**config.mk**
```make
export PLATFORM = sky130hd
export DESIGN_NAME = bw_pwm8
export DESIGN_NICKNAME = d
export VERILOG_FILES = /design/src/rtl/bw_pwm8_pkg.sv /design/src/rtl/bw_pwm8_presc.sv /design/src/rtl/bw_pwm8_segcnt.sv /design/src/rtl/bw_pwm8_decode.sv /design/src/rtl/bw_pwm8_out.sv /design/src/rtl/bw_pwm8.sv
export SDC_FILE = /design/constraint.sdc
export NUM_CORES = 1
export LEC_CHECK = 0
export CORE_UTILIZATION = 30
export DETAILED_ROUTE_END_ITERATION = 6
export HOLD_SLACK_MARGIN = 0.03
export PLACE_DENSITY = 0.62
export SLEW_MARGIN = 20
export SYNTH_ARGS = -nofsm -noshare
export SYNTH_HDL_FRONTEND = slang
export SYNTH_SLANG_ARGS = --single-unit
```
**constraint.sdc**
```tcl
create_clock -name clk_i -period 2.6 [get_ports clk_i]
set_input_delay 0.52 -clock clk_i [delete_from_list [all_inputs] [get_ports clk_i]]
set_output_delay 0.52 -clock clk_i [all_outputs]
set_load 0.02 [all_outputs]
```
**src/rtl/bw_pwm8_pkg.sv**
```systemverilog
package bw_pwm8_pkg;
  localparam int unsigned DATA_W_DEF    = 8;
  localparam int unsigned SEG_TICKS_DEF = 16;

  typedef enum logic {
    POL_TRUE = 1'b0,
    POL_INV  = 1'b1
  } pol_e;
endpackage

```
**src/rtl/bw_pwm8_presc.sv**
```systemverilog
module bw_pwm8_presc #(
  parameter int unsigned SEG_TICKS = 16
) (
  input  logic clk_i,
  input  logic rst_ni,
  input  logic tick_i,
  input  logic stop_i,
  output logic adv_o
);
  localparam int unsigned PRE_W = (SEG_TICKS > 1) ? $clog2(SEG_TICKS) : 1;
  localparam logic [PRE_W-1:0] PRE_LAST = PRE_W'(SEG_TICKS - 1);

  logic [PRE_W-1:0] pre_q;
  logic             step;

  assign step  = tick_i & ~stop_i;
  assign adv_o = step & (pre_q == PRE_LAST);

  always_ff @(posedge clk_i or negedge rst_ni) begin
    if (!rst_ni)    pre_q <= '0;
    else if (adv_o) pre_q <= '0;
    else if (step)  pre_q <= pre_q + 1'b1;
  end


  presc_hold_chk: assert property (@(posedge clk_i) disable iff (!rst_ni)
    (stop_i || !tick_i) |=> $stable(pre_q));
endmodule

```
**src/rtl/bw_pwm8_segcnt.sv**
```systemverilog
module bw_pwm8_segcnt #(
  parameter int unsigned DATA_W = 8
) (
  input  logic              clk_i,
  input  logic              rst_ni,
  input  logic              adv_i,
  output logic [DATA_W-1:0] seg_o
);
  logic [DATA_W-1:0] seg_q;

  // wraps naturally from all-ones to zero, no gap segment
  always_ff @(posedge clk_i or negedge rst_ni) begin
    if (!rst_ni)    seg_q <= '0;
    else if (adv_i) seg_q <= seg_q + 1'b1;
  end

  assign seg_o = seg_q;


  seg_wrap_chk: assert property (@(posedge clk_i) disable iff (!rst_ni)
    (adv_i && (&seg_q)) |=> (seg_q == '0));
endmodule

```
**src/rtl/bw_pwm8_decode.sv**
```systemverilog
module bw_pwm8_decode #(
  parameter int unsigned DATA_W = 8
) (
  input  logic [DATA_W-1:0] seg_i,
  output logic [DATA_W-1:0] pulse_o
);
  for (genvar k = 0; k < DATA_W; k++) begin : g_bit
    localparam int unsigned J = DATA_W - 1 - k;
    localparam logic [DATA_W-1:0] LOW_MASK = {DATA_W{1'b1}} >> (DATA_W - J);
    assign pulse_o[k] = seg_i[J] & ((seg_i & LOW_MASK) == '0);
  end

  always_comb begin

    pulse_excl_chk: assert ($onehot0(pulse_o) || $isunknown(seg_i));

    seg0_idle_chk: assert ((seg_i != '0) || (pulse_o == '0) || $isunknown(seg_i));
  end
endmodule

```
**src/rtl/bw_pwm8_out.sv**
```systemverilog
module bw_pwm8_out #(
  parameter int unsigned DATA_W = 8
) (
  input  logic              clk_i,
  input  logic              rst_ni,
  input  logic [DATA_W-1:0] pulse_i,
  input  logic [DATA_W-1:0] data_i,
  input  logic              run_i,
  input  logic              pol_i,
  output logic              pwm_o
);
  logic raw;
  logic pwm_q;

  assign raw = |(pulse_i & data_i);

  always_ff @(posedge clk_i or negedge rst_ni) begin
    if (!rst_ni)    pwm_q <= 1'b0;
    else if (run_i) pwm_q <= raw ^ pol_i;
    else            pwm_q <= pol_i;
  end

  assign pwm_o = pwm_q;


  idle_level_chk: assert property (@(posedge clk_i) disable iff (!rst_ni)
    !run_i |=> (pwm_o == $past(pol_i)));

  zero_data_chk: assert property (@(posedge clk_i) disable iff (!rst_ni)
    (run_i && data_i == '0) |=> (pwm_o == $past(pol_i)));
endmodule

```
**src/rtl/bw_pwm8.sv**
```systemverilog
module bw_pwm8
  import bw_pwm8_pkg::*;
#(
  parameter int unsigned DATA_W    = DATA_W_DEF,
  parameter int unsigned SEG_TICKS = SEG_TICKS_DEF
) (
  input  logic              clk_i,
  input  logic              rst_ni,
  input  logic              tick_i,
  input  logic              wr_i,
  input  logic [DATA_W-1:0] wdata_i,
  input  logic              stop_i,
  input  logic              out_en_i,
  input  logic              pol_i,
  output logic              pwm_o
);
  logic              adv;
  logic [DATA_W-1:0] seg;
  logic [DATA_W-1:0] pulse;
  logic [DATA_W-1:0] data_q;
  logic              run;

  always_ff @(posedge clk_i or negedge rst_ni) begin
    if (!rst_ni)   data_q <= '0;
    else if (wr_i) data_q <= wdata_i;
  end

  assign run = out_en_i & ~stop_i;

  bw_pwm8_presc #(.SEG_TICKS(SEG_TICKS)) i_presc (
    .clk_i (clk_i),
    .rst_ni(rst_ni),
    .tick_i(tick_i),
    .stop_i(stop_i),
    .adv_o (adv)
  );

  bw_pwm8_segcnt #(.DATA_W(DATA_W)) i_segcnt (
    .clk_i (clk_i),
    .rst_ni(rst_ni),
    .adv_i (adv),
    .seg_o (seg)
  );

  bw_pwm8_decode #(.DATA_W(DATA_W)) i_decode (
    .seg_i  (seg),
    .pulse_o(pulse)
  );

  bw_pwm8_out #(.DATA_W(DATA_W)) i_out (
    .clk_i  (clk_i),
    .rst_ni (rst_ni),
    .pulse_i(pulse),
    .data_i (data_q),
    .run_i  (run),
    .pol_i  (pol_i),
    .pwm_o  (pwm_o)
  );


  data_load_chk: assert property (@(posedge clk_i) disable iff (!rst_ni)
    wr_i |=> (data_q == $past(wdata_i)));

  stop_hold_chk: assert property (@(posedge clk_i) disable iff (!rst_ni)
    stop_i |=> $stable(seg));
endmodule

```
==> results of run 1 <==
-- power groups by stage --
stage | sequential, mW | combinational, mW | clock (mW)
5_1_grt | 0.477 | 0.261 | 0.172
6_report | 0.463 | 0.233 | 0.153
3_3_place_gp | 0.468 | 0.221 | 0
4_1_cts | 0.464 | 0.237 | 0.161
2_1_floorplan | 0.452 | 0.175 | 0
3_5_place_dp | 0.469 | 0.235 | 0
-- logic make-up (layout without fill, tap and decap cells) --
logic type                 count (synthesis)  count (layout)
xor gates and xnor gates                   8               8
and+or+nand+nor                           30              30
buffers and inverters                      5              23
adders and majority gates                  4               4
muxes                                     11              11
DFF                                       21              21
AOI/OAI and AO/OA                          9               9
-- area by class of cell --
class                   count  area [sq um]
flip-flops and latches     21         525.5
inverters                   3         11.26
repair buffers             16         157.7
multi-input cells          62         485.5
well taps                  44         55.05
clock buffers               4         26.28
fillers                   328          1917
-- state kept, by name (all words and copies together), names as in the netlist --
signal,flops
i_segcnt.seg_o,8
i_presc.pre_q,4
data_q,8
i_out.pwm_o,1
-- metrics by stage --
step	area [sq um]	utilization	instances	hold WS [ps]
finish	1261	0.3969	150	481.0
global placement	1235	0.3886	146	458.3
CTS	1261	0.3969	150	486.2
global route	1261	0.3969	150	504.7
floorplan	1037	-	88	224.4
detailed placement	1235	0.3886	146	468.8
-- worst paths after layout --
| check | start | endpoint | slack, ps | cells past startpoint |
|---|---|---|---|---|
| worst min-delay path | i_segcnt.seg_o[7]$_DFFE_PN0P_ | i_segcnt.seg_o[7]$_DFFE_PN0P_ | 480 | 1 |
| worst max-delay path | i_out.pwm_o$_DFF_PN0_ | pwm_o | 850 | 1 |
| worst min register to register | i_segcnt.seg_o[7]$_DFFE_PN0P_ | i_segcnt.seg_o[7]$_DFFE_PN0P_ | 480 | 1 |
| min in group asynchronous | rst_ni | data_q[0]$_DFFE_PN0P_ | 540 | 2 |
| max in group asynchronous | rst_ni | i_presc.pre_q[3]$_DFFE_PN0P_ | 1840 | 2 |
| worst max register to register | i_segcnt.seg_o[0]$_DFFE_PN0P_ | i_out.pwm_o$_DFF_PN0_ | 890 | 6 |
-- synth_stat cells, types with 2 or more instances --
cell type	number	area [sq um]
dfrtp_1	21	525.5
mux2_2	11	123.9
nand2_1	6	22.52
nand4_1	5	31.28
xnor2_1	5	43.79
ha_1	4	50.05
o21ai_0	4	20.02
and3_1	3	18.77
inv_1	3	11.26
nor2_1	3	11.26
xor2_1	3	26.28
a21oi_1	2	10.01
nand3_1	2	10.01
nor3_1	2	10.01
-- per-layer routing --
layer / wire, um / part of all wire / up-vias / GRT usage
met5: 0 / 0 / - / 0
met1: 853 / 0.44 / 359 / 0.1394
met3: 63 / 0.033 / 2 / 0.01279
li1: - / - / 347 / -
met4: 27 / 0.014 / 0 / 0.06494
met2: 980 / 0.51 / 15 / 0.2135
==> run metrics, run 1 <==
fmax 571.2 MHz; fraction of registers with async set/reset 1.000; Yosys reg bits 21; CTS Hold Buffers Added 0; routed vias/inst 4.820; Internal Dissipation 0.5807 mW; Clk Latency, worst-skew pair 290 ps; # Post-CTS Setup Buffers 0; drt wl/cell 12.84 um; Max Cap Violations 0; core area 3178 sq um; status finished, final reports clean; Final setup viols 0; sequential share of power 0.545; total gr overflow 0; drt first pass iters 4; switching share of total power 0.3164; largest family of logic cells by synthesized area simple AND/OR/NAND/NOR gates; Post-Syn Area 1037 sq um; die span in y 60.80 um; Total Power 0.8495 mW; Seq/Total Area, Yosys 0.5066; synth warn 0; Fin. Hold Viols 0; Synth Area in Simple Gates 0.1797; CP max stage cell clkdlybuf4s50_1; Antenna Cells 0; CTS tree yes; largest net degree at the start of global routing 22; Critical Path RT 2080 ps; Gate Count Post-Synth 88; vias in the first global route 759; Starting DRT DRC Count 8; Clock Power Share 0.181; clock root buffer clkbuf_4; Startpoint Class flop; Slew Viols, Final 0; leakage 0.5636 nW; die area 3697 sq um; area fraction in compound gates after synthesis 0.05308; GR Util All Layers 0.1194; post-synthesis mux area share 0.1194; Ports 16; post-route ant nets 0; GPL Wtd Cong 0.7609; worst relative slew slack 0.6985; Tmin final 1751 ps; Crit Path Category flop to output pin; Longest Clk Path Bufs 2; htree depth 1; Mapped Avg Cell Area 11.79 sq um; via count 723; first-pass GRT wire length 3222 um; period utilisation layout 0.6734; CTS Buf Count 3; Mapped Nets 107; Critical path buffers and inverters 1; CP Capture Type output pin; Post-DP HPWL 1502 um; initial core utilization 0.3264; Crit path max-delay family buffers and inverters; Max FO, Critical Path 1; peak supply drop 222.3 uV; share of cells above drive strength 1 0.1604; worst-margin pin slew 450.5 ps; Pwr Density 673.6 nW/um^2; most frequent cells in the layout 21 x dfrtp_1, 15 x clkdlybuf4s50_1, 11 x mux2_2, 6 x nand2_1; Adder-Cell Fraction of Synth Area 0.04825; CP cell instances clkdlybuf4s50_1; post-cts resize count 0; final worst slack 849.2 ps; TNS Setup 0 ps; die width 60.80 um; RSZ-0062 raised after global routing false; Worst Hold Class flop to flop; P&R area growth vs syn 21.59%; Synth Flop Type dfrtp_1; critical path arrival 1230 ps; most common cell after layout, fill and taps aside dfrtp_1; Residual DRC 0; CTS Sinks 21; critical path's largest stage delay 590 ps; Post-Synth XOR/XNOR Area 0.06755; Worst Skew 2.242 ps; drt total wl 1926 um; initial antenna violation count 0; Post-synth EDFFs 0; Psw 0.2688 mW; number of cell rows 20; combinational share of power 0.274; # nets final 126; clk slew on worst S/H paths 110 ps; port bufs 15; Setup WS pre-CTS 516.3 ps; post-synthesis cell type count 28
Power figures use the tool's default switching activity.
==> inputs of run 2 (changes only) <==
--- a/config.mk
+++ b/config.mk
@@ -8,7 +8,7 @@
 export CORE_UTILIZATION = 30
 export DETAILED_ROUTE_END_ITERATION = 6
 export HOLD_SLACK_MARGIN = 0.03
-export PLACE_DENSITY = 0.62
+export PLACE_DENSITY = 0.63
 export SLEW_MARGIN = 20
 export SYNTH_ARGS = -nofsm -noshare
 export SYNTH_HDL_FRONTEND = slang
==> constraint.sdc (replaced) <==
create_clock -name clk_i -period 1.5 [get_ports clk_i]
set_input_delay 0.3 -clock clk_i [delete_from_list [all_inputs] [get_ports clk_i]]
set_output_delay 0.3 -clock clk_i [all_outputs]
set_load 0.02 [all_outputs]
==> run 2 against run 1 <==
Die area did not move; wire length up 9.0%; via count rose by 8.0%; final area is 12% higher; critical endpoint is now i_out.pwm_o$_DFF_PN0_; non-clock buffer count grew 14; largest cell class unchanged; clock skew up 1.9 ps; highest routed layer unchanged; clock-buffer cell count unchanged.
==> run metrics, run 2 (same netlist as run 1, synthesis figures left out) <==
CTS Buf Count 3 (unchanged); die span in y 60.80 um (unchanged); GPL Wtd Cong 0.7496 (-1.5%); Pwr Density 1161 nW/um^2 (+72%); Critical path buffers and inverters 1 (unchanged); CP max stage cell clkdlybuf4s50_1; Post-DP HPWL 1569 um (+4.5%); CP cell instances clkdlybuf4s50_1 > nor3b_1 > o21ai_0 > mux2_2 > nand4_1; CTS Sinks 21 (unchanged); Worst Hold Class input port to async pin; routed vias/inst 4.762 (-1.2%); Tmin final 1453 ps; initial antenna violation count 0 (unchanged); Clk Latency, worst-skew pair 300 ps (about the same); worst relative slew slack 0.7196 (+0.02108); Residual DRC 0 (unchanged); critical path arrival 1700 ps (+470 ps); Max FO, Critical Path 2 (+1); fmax 688.1 MHz; drt wl/cell 12.80 um (-0.32%); final worst slack 46.64 ps (-802.5 ps); most frequent cells in the layout 21 x dfrtp_1, 14 x clkdlybuf4s50_1, 14 x buf_4, 11 x mux2_2, 6 x nand2_1; Starting DRT DRC Count 19 (+11); CP Capture Type flop; Ports 16 (unchanged); status finished, final reports clean; worst-margin pin slew 419.7 ps (-30.87 ps); Fin. Hold Viols 0 (unchanged); die area 3697 sq um (unchanged); Crit Path Category input port to flop; number of cell rows 20 (unchanged); # nets final 140 (+11%); most common cell after layout, fill and taps aside dfrtp_1; htree depth 1 (unchanged); port bufs 15 (unchanged); Critical Path RT 1750 ps (-330 ps); drt total wl 2099 um (+9.0%); largest net degree at the start of global routing 22 (unchanged); vias in the first global route 801 (+5.5%); clock root buffer clkbuf_4; P&R area growth vs syn 35.83%; Setup WS pre-CTS -245.1 ps (-761.5 ps); Crit path max-delay family buffers and inverters; GR Util All Layers 0.1278 (+0.008436); Antenna Cells 0 (unchanged); CTS tree yes; Hold WS 321.3 ps (-159.8 ps); first-pass GRT wire length 3408 um (+5.8%); post-route ant nets 0 (unchanged); Slew Viols, Final 0 (unchanged); share of cells above drive strength 1 0.3167 (+0.1563); Max Cap Violations 0 (unchanged); TNS Setup 0 ps (unchanged); peak supply drop 376.8 uV (+69%); total gr overflow 0 (unchanged); drt first pass iters 6 (+2); flop-to-flop setup slack 50 ps (-840 ps); die width 60.80 um (unchanged); Final Util 0.4433 (+0.04646); Final setup viols 0 (unchanged); Startpoint Class input port; clk slew on worst S/H paths 110 ps (about the same); CTS Hold Buffers Added 0 (unchanged); Filler Cell Count 303 (-7.6%); Worst Skew 4.105 ps (+1.863 ps); RSZ-0062 raised after global routing true; core area 3178 sq um (unchanged); initial core utilization 0.3264 (unchanged); critical path's largest stage delay 490 ps (-100 ps); via count 781 (+8.0%); period utilisation layout 0.9689; leakage 0.6351 nW (+13%); Longest Clk Path Bufs 2 (unchanged)
run 2: report_power, final:
| group | internal (mW) | switching [mW] |
|---|---|---|
| Combinational | 0.332 | 0.239 |
| Clock | 0.104 | 0.169 |
| Sequential | 0.684 | 0.107 |
| Total | 1.12 | 0.516 |
run 2: final cells by class:
| class | instances | area (sq um) | share of cell area |
|---|---|---|---|
| clock buffers | 4 | 26.28 | 0.01865 |
| inverters | 3 | 11.26 | 0.007993 |
| multi-input cells | 62 | 516.7 | 0.3668 |
| flip-flops and latches | 21 | 525.5 | 0.3730 |
| well taps | 44 | 55.05 | 0.03908 |
| repair buffers | 30 | 274.0 | 0.1945 |
run 2: timing repair:
item / CTS / global route
pin swaps: 1 / 2
gates resized for setup: 5 / 3
buffers inserted: 1 / 0
setup endpoints to repair: 2 / 3
run 2: path summary, 6_finish.rpt:
check / from / end / cells past startpoint
max in group asynchronous: rst_ni / i_segcnt.seg_o[0]$_DFFE_PN0P_ / 2
max: out_en_i / i_out.pwm_o$_DFF_PN0_ / 5
min: rst_ni / data_q[0]$_DFFE_PN0P_ / 2
min reg2reg: i_segcnt.seg_o[7]$_DFFE_PN0P_ / i_segcnt.seg_o[7]$_DFFE_PN0P_ / 1
max reg2reg: i_segcnt.seg_o[4]$_DFFE_PN0P_ / i_out.pwm_o$_DFF_PN0_ / 4
min in group clk_i: i_segcnt.seg_o[7]$_DFFE_PN0P_ / i_segcnt.seg_o[7]$_DFFE_PN0P_ / 1
run 2: metrics by stage:
step / cell area (sq um) / power (mW) / cells
4_1_cts: 1400 / 1.630 / 164
3_3_place_gp: 1348 / 1.297 / 159
2_1_floorplan: 1040 / 1.090 / 88
6_report: 1409 / 1.636 / 164
5_1_grt: 1409 / 1.754 / 164
3_5_place_dp: 1348 / 1.312 / 159
run 2: layer usage:
| layer | routed length, um | vias to the layer above | share of wire | GRT usage |
|---|---|---|---|---|
| met5 | 0 | - | 0 | 0 |
| met4 | 29 | 0 | 0.014 | 0.04870 |
| met3 | 71 | 4 | 0.034 | 0.02772 |
| met2 | 1071 | 17 | 0.51 | 0.2245 |
| met1 | 926 | 383 | 0.44 | 0.1525 |
| li1 | - | 377 | - | - |
==> inputs of run 3 (changes only) <==
--- a/config.mk
+++ b/config.mk
@@ -6,6 +6,7 @@
 export NUM_CORES = 1
 export LEC_CHECK = 0
 export CORE_UTILIZATION = 30
+export CTS_BUF_LIST = sky130_fd_sc_hd__clkbuf_16
 export DETAILED_ROUTE_END_ITERATION = 6
 export HOLD_SLACK_MARGIN = 0.03
 export PLACE_DENSITY = 0.63
==> run 3 against run 2 <==
Critical endpoint unchanged; critical path depth grew 1; wire length rose by 5.2%; largest power group unchanged; die area did not move; combinational power up 5.6%; total power is 20% higher; global-route usage rose by 0.85 points; worst setup slack got worse by 2.5 ps.
==> run metrics, run 3 (same netlist as run 1, synthesis figures left out) <==
status finished, final reports clean; Tmin final 1456 ps (+2.467 ps); Longest Clk Path Bufs 2 (unchanged); post-route ant nets 0 (unchanged); share of cells above drive strength 1 0.3525 (+0.03579); CTS tree yes; Final setup viols 0 (unchanged); first-pass GRT wire length 3615 um (+6.1%); Max FO, Critical Path 3 (+1); Worst Hold Class input port to async pin; flop-to-flop setup slack 40 ps (about the same); Worst Skew 3.549 ps (-0.5554 ps); Total Power 1.955 mW (+20%); R2R Path End i_out.pwm_o$_DFF_PN0_; # nets final 142 (+1.4%); most common cell after layout, fill and taps aside dfrtp_1; period utilisation layout 0.9706 (+0.001645); worst reg2reg path startpoint i_segcnt.seg_o[1]$_DFFE_PN0P_; worst relative slew slack 0.8190 (+0.09936); GPL Wtd Cong 0.7496 (unchanged); Starting DRT DRC Count 18 (-1); Ports 16 (unchanged); TNS Setup 0 ps (unchanged); fmax 686.9 MHz (-0.17%); Filler Cell Count 291 (-4.0%); post-place instance area 1348 sq um (unchanged); RSZ-0062 raised after global routing true; drt total wl 2209 um (+5.2%); die width 60.80 um (unchanged); number of cell rows 20 (unchanged); Startpoint Class flop; total gr overflow 0 (unchanged); Residual DRC 0 (unchanged); Post-DP HPWL 1569 um (unchanged); CTS Hold Buffers Added 0 (unchanged); most frequent cells in the layout 20 x dfrtp_1, 16 x buf_4, 14 x clkdlybuf4s50_1, 11 x mux2_2, 6 x nand2_1; die span in y 60.80 um (unchanged); CTS Sinks 21 (unchanged); initial antenna violation count 0 (unchanged); worst-margin pin slew 271.5 ps (-148.1 ps); Crit Path Category flop to flop; die area 3697 sq um (unchanged); peak supply drop 476.8 uV (+27%); initial core utilization 0.3264 (unchanged); leakage 0.6790 nW (+6.9%); clk slew on worst S/H paths 60 ps (-50 ps); Antenna Cells 0 (unchanged); drt first pass iters 4 (-2); via count 774 (-0.90%); critical path arrival 1650 ps (-50 ps); routed vias/inst 4.663 (-2.1%); P&R area growth vs syn 44.27%; Pwr Density 1307 nW/um^2 (+13%); core area 3178 sq um (unchanged); Critical Path RT 1690 ps (-60 ps); drt wl/cell 13.31 um (+4.0%); Slew Viols, Final 0 (unchanged); CP Capture Type flop; Fin. Hold Viols 0 (unchanged); port bufs 15 (unchanged); Clk Latency, worst-skew pair 250 ps (-50 ps); clock root buffer clkbuf_16; vias in the first global route 816 (+1.9%); CTS Buf Count 3 (unchanged); largest net degree at the start of global routing 22 (unchanged); Max Cap Violations 0 (unchanged); post-route cell area 1496 sq um (+6.2%); GR Util All Layers 0.1363 (+0.008490); htree depth 1 (unchanged); Reg2Reg Depth 6 (+2)
run 3: cell count changes in the layout (fill, tap and decap cells not counted), sizes merged:
cell,delta
buf,+2
clkbuf,-1
dlygate4sd2,-1
dlymetal6s2s,+1
inv,+1
run 3: final cells by class:
type                       instances  area, sq um  area share
clock inverter                     1        3.754    0.002508
timing repair buffer              32        292.8      0.1957
tap                               44        55.05     0.03679
clock buffer                       3        75.07     0.05017
inverter                           3        11.26    0.007525
sequential                        21        526.8      0.3520
multi-input combinational         62        531.8      0.3554
run 3: how the worst max path moves through the flow:
stage	startpoint	end	slack, ps
3_3_place_gp	stop_i	i_segcnt.seg_o[7]$_DFFE_PN0P_	-180
3_5_place_dp	stop_i	i_segcnt.seg_o[5]$_DFFE_PN0P_	-250
2_1_floorplan	i_segcnt.seg_o[0]$_DFFE_PN0P_	i_out.pwm_o$_DFF_PN0_	30
5_1_grt	stop_i	i_segcnt.seg_o[4]$_DFFE_PN0P_	-50
6_report	i_segcnt.seg_o[1]$_DFFE_PN0P_	i_out.pwm_o$_DFF_PN0_	40
4_1_cts	i_segcnt.seg_o[1]$_DFFE_PN0P_	i_out.pwm_o$_DFF_PN0_	3
run 3: power by group:
group / internal (mW) / switching, mW / total (mW)
logic: 0.351 / 0.252 / 0.603
clock network: 0.355 / 0.195 / 0.550
registers: 0.688 / 0.114 / 0.802
run 3: layer usage:
metal | track usage | part of all wire | vias up
li1 | - | - | 381
met1 | 0.1578 | 0.43 | 364
met2 | 0.2465 | 0.51 | 22
met3 | 0.02132 | 0.035 | 7
met4 | 0.06169 | 0.023 | 0
met5 | 0 | 0 | -
run 3: metrics by stage:
stage          hold slack (ps)    util  setup WS, ps  cells
3_5_place_dp             459.7  0.4240        -245.1    159
2_1_floorplan            4.409       -         29.51     88
3_3_place_gp             460.0  0.4240        -183.4    159
6_report                 389.0  0.4709         44.17    166
4_1_cts                  398.7  0.4575         2.833    164
5_1_grt                  434.1  0.4709        -53.04    166
run 3: timing repair:
action / CTS / global route
gates resized for setup: 4 / 8
pin swaps: 1 / 5
setup buffers: 1 / 2
setup endpoints to repair: 1 / 8
run 3: critical path: stages, from the launching register on:
cell and delay [ps]:
dfrtp_1 380, inv_2 70, ha_4 180, nand4b_4 90, nand2_2 60, or4_4 530
nand4_1 80
